File: config.mk
export PLATFORM = sky130hd
export DESIGN_NAME = jtag_readback_seq
export DESIGN_NICKNAME = d
export VERILOG_FILES = /design/src/rtl/jrb_pkg.sv /design/src/rtl/jrb_ctrl.sv /design/src/rtl/jrb_datapath.sv /design/src/rtl/jtag_readback_seq.sv
export SDC_FILE = /design/constraint.sdc
export NUM_CORES = 1
export LEC_CHECK = 0
export BUFFER_PORTS_ARGS = -buffer_cell sky130_fd_sc_hd__buf_2
export CAP_MARGIN = 20
export CORE_MARGIN = 8
export CORE_UTILIZATION = 40
export CTS_BUF_LIST = sky130_fd_sc_hd__clkbuf_8 sky130_fd_sc_hd__clkbuf_16
export DETAILED_ROUTE_END_ITERATION = 16
export GPL_ROUTABILITY_DRIVEN = 1
export SKIP_LAST_GASP = 1
export SLEW_MARGIN = 20
export SYNTH_ARGS = -nofsm -noshare
export SYNTH_HDL_FRONTEND = slang
export SYNTH_SLANG_ARGS = --single-unit
export TNS_END_PERCENT = 50
File: constraint.sdc
create_clock -name clk -period 4.7 [get_ports clk]
set_input_delay 1.175 -clock clk [delete_from_list [all_inputs] [get_ports clk]]
set_output_delay 1.175 -clock clk [all_outputs]
set_load 0.03 [all_outputs]
File: src/rtl/jrb_pkg.sv
package jrb_pkg;

  localparam int IR_LEN    = 10;
  localparam int PKT_WORDS = 11;
  localparam int PKT_BITS  = PKT_WORDS * 32;

  typedef enum logic [4:0] {
    S_IDLE, S_RTI, S_SELIR_A, S_SHIR_A, S_IR_IN, S_SELDR_A, S_SHDR_A, S_PKT,
    S_SELIR_B, S_SHIR_B, S_IR_OUT, S_SELDR_B, S_SHDR_B, S_RDBK,
    S_SELIR_C, S_SHIR_C, S_TLR
  } stepE;

  typedef enum logic [1:0] { TDI_ZERO, TDI_INSTR, TDI_PKT } tdiSrcE;

  // per-bit strobes from control to datapath
  typedef struct packed {
    logic       tmsVal;
    tdiSrcE     tdiSrc;
    logic       instrOut;
    logic [8:0] bitIdx;
    logic       capture;
    logic       capLast;
  } bitCtlS;

endpackage

File: src/rtl/jrb_ctrl.sv
module jrb_ctrl
  import jrb_pkg::*;
#(
  parameter int CNT_W = 16
) (
  input  logic             clk,
  input  logic             rstN,
  input  logic             start,
  input  logic [CNT_W-1:0] rdCount,
  input  logic             periodEnd,
  output logic             busy,
  output logic             done,
  output bitCtlS           ctl
);

  stepE             stepQ;
  logic [CNT_W-1:0] cntQ;
  logic [CNT_W-1:0] rbLenQ;
  logic [CNT_W-1:0] curLen;
  logic             lastBit;

  assign busy = (stepQ != S_IDLE);

  always_comb begin
    case (stepQ)
      S_RTI:                   curLen = CNT_W'(12);
      S_SELIR_B, S_SELIR_C:    curLen = CNT_W'(3);
      S_IR_IN, S_IR_OUT:       curLen = CNT_W'(IR_LEN);
      S_PKT:                   curLen = CNT_W'(PKT_BITS);
      S_RDBK:                  curLen = rbLenQ;
      S_TLR:                   curLen = CNT_W'(5);
      S_IDLE:                  curLen = CNT_W'(1);
      default:                 curLen = CNT_W'(2);
    endcase
    lastBit = (cntQ == curLen - 1'b1);
  end

  always_comb begin
    ctl          = '0;
    ctl.bitIdx   = 9'(cntQ);
    ctl.instrOut = (stepQ == S_IR_OUT);
    ctl.capture  = (stepQ == S_RDBK);
    ctl.capLast  = (stepQ == S_RDBK) && lastBit;
    case (stepQ)
      S_IR_IN, S_IR_OUT: begin ctl.tmsVal = lastBit; ctl.tdiSrc = TDI_INSTR; end
      S_PKT:             begin ctl.tmsVal = lastBit; ctl.tdiSrc = TDI_PKT;   end
      S_RDBK:            ctl.tmsVal = lastBit;
      S_SELIR_A, S_SELDR_A, S_SELIR_B, S_SELDR_B, S_SELIR_C, S_TLR:
                         ctl.tmsVal = 1'b1;
      default:           ctl.tmsVal = 1'b0;
    endcase
  end

  always_ff @(posedge clk or negedge rstN) begin
    if (!rstN) begin
      stepQ  <= S_IDLE;
      cntQ   <= '0;
      rbLenQ <= CNT_W'(1);
      done   <= 1'b0;
    end else if (stepQ == S_IDLE) begin
      if (start) begin
        stepQ  <= S_RTI;
        cntQ   <= '0;
        rbLenQ <= (rdCount == '0) ? CNT_W'(1) : rdCount;
        done   <= 1'b0;
      end
    end else if (periodEnd) begin
      if (lastBit) begin
        cntQ <= '0;
        if (stepQ == S_TLR) begin
          stepQ <= S_IDLE;
          done  <= 1'b1;
        end else begin
          stepQ <= stepE'(stepQ + 5'd1);
        end
      end else begin
        cntQ <= cntQ + 1'b1;
      end
    end
  end

  // done and busy never overlap
  p_done_excl_busy_r9: assert property (@(posedge clk) disable iff (!rstN)
    done |-> !busy);

  // a start while busy never restarts the script
  p_start_ignored_r10: assert property (@(posedge clk) disable iff (!rstN)
    (busy && start) |=> (stepQ != S_RTI || $past(stepQ) == S_RTI));

  // readback length held for the whole run
  p_len_held_r7: assert property (@(posedge clk) disable iff (!rstN)
    (busy && $past(busy)) |-> $stable(rbLenQ));

endmodule

File: src/rtl/jrb_datapath.sv
module jrb_datapath
  import jrb_pkg::*;
#(
  parameter int              HALF_DIV = 2,
  parameter int              WORD_W   = 32,
  parameter logic [IR_LEN-1:0] IR_IN  = 10'h347,
  parameter logic [IR_LEN-1:0] IR_OUT = 10'h247
) (
  input  logic              clk,
  input  logic              rstN,
  input  logic              busy,
  input  bitCtlS            ctl,
  input  logic              tdo,
  output logic              periodEnd,
  output logic              tck,
  output logic              tms,
  output logic              tdi,
  output logic              rbValid,
  output logic [WORD_W-1:0] rbData
);

  localparam int PH_W   = $clog2(2 * HALF_DIV);
  localparam int FILL_W = $clog2(WORD_W + 1);

  if (HALF_DIV < 2) begin : g_bad_div
    $error("HALF_DIV must be at least 2");
  end

  logic [PH_W-1:0]   phaseQ;
  logic              riseNow;
  logic              tdiBit;
  logic [IR_LEN-1:0] instrSh;
  logic [31:0]       pktW;
  logic [WORD_W-1:0] accQ, wordNext;
  logic [FILL_W-1:0] fillQ, fillNext;

  function automatic logic [31:0] pktWord(input logic [3:0] i);
    case (i)
      4'd0:    return 32'hFFFF_FFFF;
      4'd1:    return 32'hAA99_5566;
      4'd3:    return 32'h3000_8001;
      4'd4:    return 32'h0000_0004;
      4'd5:    return 32'h3000_2001;
      4'd6:    return 32'h0000_0000;
      4'd7:    return 32'h2800_6000;
      4'd8:    return 32'h4802_4090;
      default: return 32'h2000_0000;
    endcase
  endfunction

  assign periodEnd = busy && (phaseQ == PH_W'(2 * HALF_DIV - 1));
  assign riseNow   = busy && (phaseQ == PH_W'(HALF_DIV - 1));

  always_ff @(posedge clk or negedge rstN) begin
    if (!rstN) begin
      phaseQ <= '0;
      tck    <= 1'b0;
    end else begin
      if (!busy || periodEnd) phaseQ <= '0;
      else                    phaseQ <= phaseQ + 1'b1;
      if (riseNow)                 tck <= 1'b1;
      else if (periodEnd || !busy) tck <= 1'b0;
    end
  end

  always_comb begin
    instrSh = (ctl.instrOut ? IR_OUT : IR_IN) >> ctl.bitIdx[3:0];
    pktW    = pktWord(ctl.bitIdx[8:5]);
    case (ctl.tdiSrc)
      TDI_INSTR: tdiBit = instrSh[0];
      TDI_PKT:   tdiBit = pktW[~ctl.bitIdx[4:0]];
      default:   tdiBit = 1'b0;
    endcase
  end

  always_ff @(posedge clk or negedge rstN) begin
    if (!rstN) begin
      tms <= 1'b1;
      tdi <= 1'b0;
    end else begin
      tms <= busy ? ctl.tmsVal : 1'b1;
      tdi <= busy ? tdiBit : 1'b0;
    end
  end

  assign wordNext = {accQ[WORD_W-2:0], tdo};
  assign fillNext = fillQ + 1'b1;

  always_ff @(posedge clk or negedge rstN) begin
    if (!rstN) begin
      accQ    <= '0;
      fillQ   <= '0;
      rbValid <= 1'b0;
      rbData  <= '0;
    end else begin
      rbValid <= 1'b0;
      if (riseNow && ctl.capture) begin
        if (fillNext == FILL_W'(WORD_W) || ctl.capLast) begin
          rbData  <= wordNext << (FILL_W'(WORD_W) - fillNext);
          rbValid <= 1'b1;
          accQ    <= '0;
          fillQ   <= '0;
        end else begin
          accQ  <= wordNext;
          fillQ <= fillNext;
        end
      end
    end
  end

  // test clock parked low when idle
  p_tck_idle_low_r2: assert property (@(posedge clk) disable iff (!rstN)
    !busy |-> !tck);

  // tms/tdi settled before each rising edge
  p_setup_r2: assert property (@(posedge clk) disable iff (!rstN)
    $rose(tck) |-> ($stable(tms) && $stable(tdi)));

  // idle lines held
  p_idle_lines_r1: assert property (@(posedge clk) disable iff (!rstN)
    (!busy && !$past(busy)) |-> (tms && !tdi));

  // valid is a single-cycle pulse
  p_valid_pulse_r8: assert property (@(posedge clk) disable iff (!rstN)
    rbValid |=> !rbValid);

  // words only come from readback captures
  p_valid_src_r8: assert property (@(posedge clk) disable iff (!rstN)
    rbValid |-> $past(ctl.capture));

endmodule

File: src/rtl/jtag_readback_seq.sv
module jtag_readback_seq
  import jrb_pkg::*;
#(
  parameter int HALF_DIV = 2,
  parameter int CNT_W    = 16,
  parameter int WORD_W   = 32
) (
  input  logic              clk,
  input  logic              rstN,
  input  logic              start,
  input  logic [CNT_W-1:0]  rdCount,
  input  logic              tdo,
  output logic              tck,
  output logic              tms,
  output logic              tdi,
  output logic              busy,
  output logic              done,
  output logic              rbValid,
  output logic [WORD_W-1:0] rbData
);

  bitCtlS ctl;
  logic   periodEnd;

  jrb_ctrl #(.CNT_W(CNT_W)) u_ctrl (
    .clk(clk), .rstN(rstN), .start(start), .rdCount(rdCount),
    .periodEnd(periodEnd), .busy(busy), .done(done), .ctl(ctl)
  );

  jrb_datapath #(.HALF_DIV(HALF_DIV), .WORD_W(WORD_W)) u_dp (
    .clk(clk), .rstN(rstN), .busy(busy), .ctl(ctl), .tdo(tdo),
    .periodEnd(periodEnd), .tck(tck), .tms(tms), .tdi(tdi),
    .rbValid(rbValid), .rbData(rbData)
  );

endmodule

Yosys cells after proc, flatten, opt, wreduce, memory -nomap -nowiden
Memory sizes are Yosys's and may differ from the RTL's.
Cells that the tools add are included.
- word-level logic and storage cells: 95
- bits in registers: 113
- memories kept: 1
- latch bits: 0
- bits in read-only memories: 512
- memory bits (writable): 0
- output and inout bits: 38
- input port bits: 20
- multiply operators: 0
- equal/unequal tests: 18
- div/mod/pow operators: 0
- $lt $le $gt $ge: 1
- add/subtract/negate cells: 6
- reduce and logical (&&, ||, !) cells: 23
- shift-type cells: 2
- bitwise logic cells: 1
- mux-type cells: 31
- memories (name ; depth ; width ; read ports ; clocked after Yosys merged registers in ; write ports ; line ; RTL):
    (name not given) ; 16 ; 32 ; 1 ; 0 ; 0 ; jrb_datapath.sv:38 ; case (i)
- operators with widths (cell ; count):
    case mux 16 bit (7 select lines) ; 1
    two-way mux 16 bit ; 5
    left shift 32 x 6 -> 32 bit ; 1
    two-way mux 31 bit ; 1
    == test 5 x 4 -> 1 bit, second input constant ; 5
    two-way mux 5 bit ; 5
    adder 16 x 1 -> 16 bit, second input constant ; 1
    == test 16 bit ; 1
    zero test 16 bit ; 1
    subtractor 16 x 1 -> 16 bit, second input constant ; 1
    == test 5 x 3 -> 1 bit, second input constant ; 3
    two-way mux 1 bit ; 12
    >> shifter 10 x 4 -> 1 bit ; 1
    two-way mux 9 bit ; 1
    nonzero test 2 bit ; 4
    adder 6 x 1 -> 6 bit, second input constant ; 1
    == test 6 bit, second input constant ; 1
    less-than comparator 5 x 6 -> 1 bit, second input constant ; 1
    two-way mux 6 bit ; 1
    AND reduction 2 bit ; 3
    OR reduction 6 bit ; 1
    subtractor 6 bit, first input constant ; 1
    adder 5 x 1 -> 5 bit, second input constant ; 1
    binary-select mux 1 bit (select 5 bit) ; 1
    other kinds (20) ; 28

Depth between registers and ports, before layout
- depth after elaboration: 9
- depth in mapped cells: 18
- gate-level depth less buffers: 15

Modules after synthesis
From an unflattened synthesis, not the netlist that was laid out.
- cell total of the unflattened synthesis: 1026
- area, all modules: 8568.2 um^2
- by module, submodules not included (module ; seq. area each (um^2) ; times used ; cells each ; area an instance (um^2)):
    jrb_datapath ; 1878.1 ; 1 ; 642 ; 5441.5
    jrb_ctrl ; 952.2 ; 1 ; 384 ; 3126.7

Worst setup path before layout
No wires, ideal clock.
- path kind: flip-flop to flip-flop
- from: register u_ctrl.stepQ[0]
- to: register u_dp.rbData[16]
- path buffers: 2
- arrival: 3861 ps
- setup slack: 714 ps
- cell stages (with the launch flop): 17
- library setup time: 125 ps
- required time: 4575 ps
- period minus slack after synthesis: 3986 ps
- path through: dfrtp_1 inv_1 ha_1 and4b_1 a21oi_1 nand3_1 and3_1 ha_1 o2111a_2 a32o_1 a221oi_1 nand4_1 or3_1 buf_2 a21oi_4 buf_8 mux2_4
- word-level cells in the longest chain between the ends: 8
- elaborated cells between the ends (all ways): 20
- classes of those cells: 1 x add/sub; 9 x eq/ne; 1 x mux; 9 x reduce/logical
- ends and longest elaborated chain (item ; line ; RTL):
    start: declaration ; jrb_ctrl.sv:16 ; stepE stepQ;
    start signal: assignment ; jrb_ctrl.sv:74 ; stepQ <= stepE'(stepQ + 5'd1);
    == test 5 x 3 -> 1 bit or == test 5 x 4 -> 1 bit (tied branches) ; jrb_ctrl.sv:25 ; case (stepQ)
    OR reduction 2 bit (on tied branches) ; - ;
    case mux 16 bit (7 select lines) ; jrb_ctrl.sv:25 ;
    subtractor 16 x 1 -> 16 bit ; jrb_ctrl.sv:35 ; lastBit = (cntQ == curLen - 1'b1);
    == test 16 bit ; jrb_ctrl.sv:35 ;
    logical AND 1 bit ; jrb_ctrl.sv:43 ; ctl.capLast = (stepQ == S_RDBK) && lastBit;
    logical OR 1 bit ; jrb_datapath.sv:98 ; if (fillNext == FILL_W'(WORD_W) || ctl.capLast) begin
    AND reduction 2 bit (no source line) (*) ; - ;
    end signal: assignment ; jrb_datapath.sv:99 ; rbData <= wordNext << (FILL_W'(WORD_W) - fillNext);
    end: declaration ; jrb_datapath.sv:19 ; output logic [WORD_W-1:0] rbData
Mark *: on every way between the ends. The rest lies on a longest branch, timed or not.
A chain may end at the register's enable or synchronous reset.

Worst setup path after layout
- from: register u_ctrl.stepQ[0]
- to: register u_dp.rbData[4]
Same word-level chain as after synthesis.

==> impl_results.md <==
* Sw frac at 23.9%
* Clock Power Share at 56.8%
* Compound-Gate Fraction of Synth Area at 18.4%
* Worst Hold Class: flip-flop to flip-flop
* CP max-delay cell: dfrtp_1
* Slew @ Worst Pin at 0.978 ns
* Total I/O pin count at 58
* Critical path's top delay family: compound AO/OA/AOI/OAI gates
* Cell Int Power at 1.78 mW
* Synth unique cells at 81
* Vias per std cell at 5.93
* DR iter-0 viols at 654
* RSZ-0062 raised after global routing: false
* Sequential element share of the synthesized area at 34.3%
* Multiplexer share of the synthesized area at 19.3%
* Crit end category: flip-flop
* WL/cell at 19.5 um
* Area leader, netlist: dfrtp_1
* Ys Warns at 0
* Setup Skew at 0.0103 ns
* Clock slew at reported path FFs at 0.07 ns
* Syn avg cell area at 9.76 um^2
* Setup bufs post-CTS at 0
* Row count at 52
* Tcrit/Tclk final at 94.7%
* DRT antenna net count at 0
* Area Overhead vs Synth at 14.0%
* Run status: finished, final reports clean
* Synthesized area at 0.00825 mm^2
* DR vias at 6908
* CTS tree: yes
* NetSw at 0.560 mW
* Reg2reg path depth at 16
* Register bit count reported by yosys at 113
* CORE AREA at 0.0202 mm^2
* Syn Nets at 880
* Clock latency at the later pin of the worst-skew pair at 0.42 ns
* Final antenna diode count at 0
* Initial Util at 40.8%
* Slew HR at 34.7%
* Chip width at 160 um
* Final worst slack at 0.249 ns
* Startpoint Class: flip-flop
* Seq pwr share at 41.6%
* PD cells at 249 mW/mm^2
* Hpwl dp at 16.1 mm
* Overflow after GRT at 0
* CP max FO at 20
* Die Height at 160 um
* Setup CP Type: flip-flop to flip-flop
* DRT Pass-1 Iters at 5
* Worst Path Required at 4.95 ns
* Final hold violation count at 0
* Root Driver: clkbuf_16
* Static Leakage at 4.08 nW
* Final min period at 4.45 ns
* # DRC at 0
* Synth Area in Simple Gates at 17.3%
* Most used DFF post-synth: dfrtp_1
* Most common cell in the netlist: dfrtp_1
* Layout cells sized above 1 at 23.9%
* Achievable Freq at 225 MHz
* First-pass GRT wire length at 37.2 mm
* CTS Buffer Depth at 2
* Max-Cap Viols at 0
* Die area at 0.0255 mm^2
* Vias in the first global route at 6574
* Port buffer count at 57
* Hold Crit Depth at 1
* Max rail drop VDD at 0.219 mV
* Routability cong. at 0.893
* Fin. max-slew vios at 0
* Setup Viol. Count Final at 0
* Worst EP arrival at 4.71 ns
* Levels on crit path at 16
* Largest family of logic cells by synthesized area: multiplexers
* Post-synthesis async set-or-reset flop share at 100%
* Worst-path cell chain: inv_1, ha_1, mux2_2, a2bb2oi_2, nand3_1, and3_1, ha_1, o2111a_2, a32o_1, a221oi_1, nand4_1, or3_1, a21oi_4, buf_4, buf_4, o22ai_1
* Pin count of the biggest net entering global routing at 68
* Synth top area share at 33.7%
* Initial antenna violation count at 0
* Crit-path max cell delay at 0.43 ns
* Number of synthesized flops with an enable pin at 0
* Sink Count at 113
* CTS Buf Count at 17
* Xor and xnor area share after synthesis at 3.18%
* Synth top cells by count: dfrtp_1 (111), nand2_1 (63), nor2_1 (60)
* Top post-synthesis cells by area: dfrtp_1 (34%), mux4_2 (8.2%), mux2i_1 (4.6%), mux2_2 (4.4%), a22o_1 (3.7%)
* Setup_tns at 0 ns
* Post-Synth Adder-Cell Area at 2.12%
* Gate power share at 1.6%
* H-tree Lvls at 4
* Fin nets at 915
* WP buf/inv at 3
* All-Layer GR Usage at 17.9%
* Mapped Cells at 846
* Pre-CTS WS at 0.249 ns
* Post-Route WL at 22.7 mm
-- stage by stage --
step           cell area [um^2]  hold slack (ns)  util, %  power (mW)  cells
4_1_cts                    9390            0.488     46.4        2.37   1163
2_1_floorplan              8250            0.444        -       0.994    846
3_3_place_gp               8790            0.464     43.5        1.03   1131
3_5_place_dp               8790            0.474     43.5        1.03   1131
5_1_grt                    9410            0.513     46.5        2.42   1164
6_report                   9410            0.480     46.5        2.34   1164
-- cell families (layout without fill, tap and decap cells) --
logic type | Yosys count | after routing
AOI/OAI and AO/OA | 204 | 204
buffers and inverters | 102 | 150
muxes | 112 | 112
and+or+nand+nor | 271 | 271
DFF | 113 | 113
adders and majority gates | 14 | 14
xor gates and xnor gates | 30 | 30
-- routing by layer --
layer	vias up	share of wire, %	track usage [%]
li1	3259	-	-
met1	3414	49	26.7
met2	209	44	25.5
met3	26	5.7	3.44
met4	0	1.3	5.19
met5	-	0	0
-- power by group through the flow --
stage	clock network, mW	registers, mW	logic, mW
2_1_floorplan	0	0.991	0.00316
3_3_place_gp	0	0.991	0.0391
3_5_place_dp	0	0.991	0.0393
4_1_cts	1.35	0.973	0.0392
5_1_grt	1.40	0.972	0.0433
6_report	1.33	0.973	0.0369
-- worst paths after layout --
path,from,to,slack [ns]
worst max-delay path,u_ctrl.stepQ[0],u_dp.rbData[4],0.25
worst min-delay path,u_dp.rbData[20],u_dp.rbData[20],0.48
worst max register to register,u_ctrl.stepQ[0],u_dp.rbData[4],0.25
worst min register to register,u_dp.rbData[20],u_dp.rbData[20],0.48
max in group asynchronous,rstN,u_dp.accQ[3],2.93
min in group asynchronous,rstN,u_dp.phaseQ[0],0.87
-- cell type report --
cell class                      count  area [um^2]
Clock inverter                     15          173
Fill cell                        1919        10800
Multi-Input combinational cell    631         5020
Tap cell                          270          338
Clock buffer                       17          425
Timing Repair Buffer               86          509
Inverter                           32          120
Sequential cell                   113         2830
-- layout by cell type (no fill, tap or decap), types with 5 or more instances in the layout --
cell type / n
a21oi_1: 39
xor2_1: 14
dfrtp_1: 111
o2bb2ai_1: 10
o31ai_1: 6
mux4_2: 30
o211ai_1: 7
a21o_1: 6
buf_4: 29
nand2_1: 63
nand4b_1: 7
mux2i_1: 38
mux2_2: 32
nor2b_1: 10
nor3_1: 29
clkbuf_16: 17
nor4_1: 7
inv_1: 32
or4_1: 5
and2_1: 6
and3_1: 8
nor2_1: 60
a22o_1: 35
nand4_1: 14
a211oi_1: 7
nor3b_1: 5
nand3b_1: 5
mux2_4: 10
xnor2_1: 14
o22ai_1: 10
inv_6: 6
buf_2: 56
o311ai_0: 5
nand3_1: 26
o21ai_0: 29
ha_1: 13
-- registers in the layout (all words and copies together) (netlist names) --
name           flops
u_dp.phaseQ        2
u_dp.accQ         31
u_ctrl.rbLenQ     16
u_dp.rbData       32
u_ctrl.cntQ       16
u_dp.fillQ         6
u_dp.rbValid       1
u_dp.tms           1
u_ctrl.stepQ       5
u_dp.tck           1
u_ctrl.done        1
u_dp.tdi           1
-- worst reg2reg max path, delay by kind of cell, from the launching register on --
family,cells,cell delay [ns]
and+or+nand+nor,4,1.01
muxes,1,0.33
DFF,1,0.43
buffers and inverters,3,0.69
adders and majority gates,2,0.49
AOI/OAI and AO/OA,6,1.35
-- what timing repair did --
item	4_1_cts	5_1_grt
endpoints found under the setup margin	0	33
gates resized for setup	0	2
hold buffers	0	0
(Power assumes the default switching activity.)
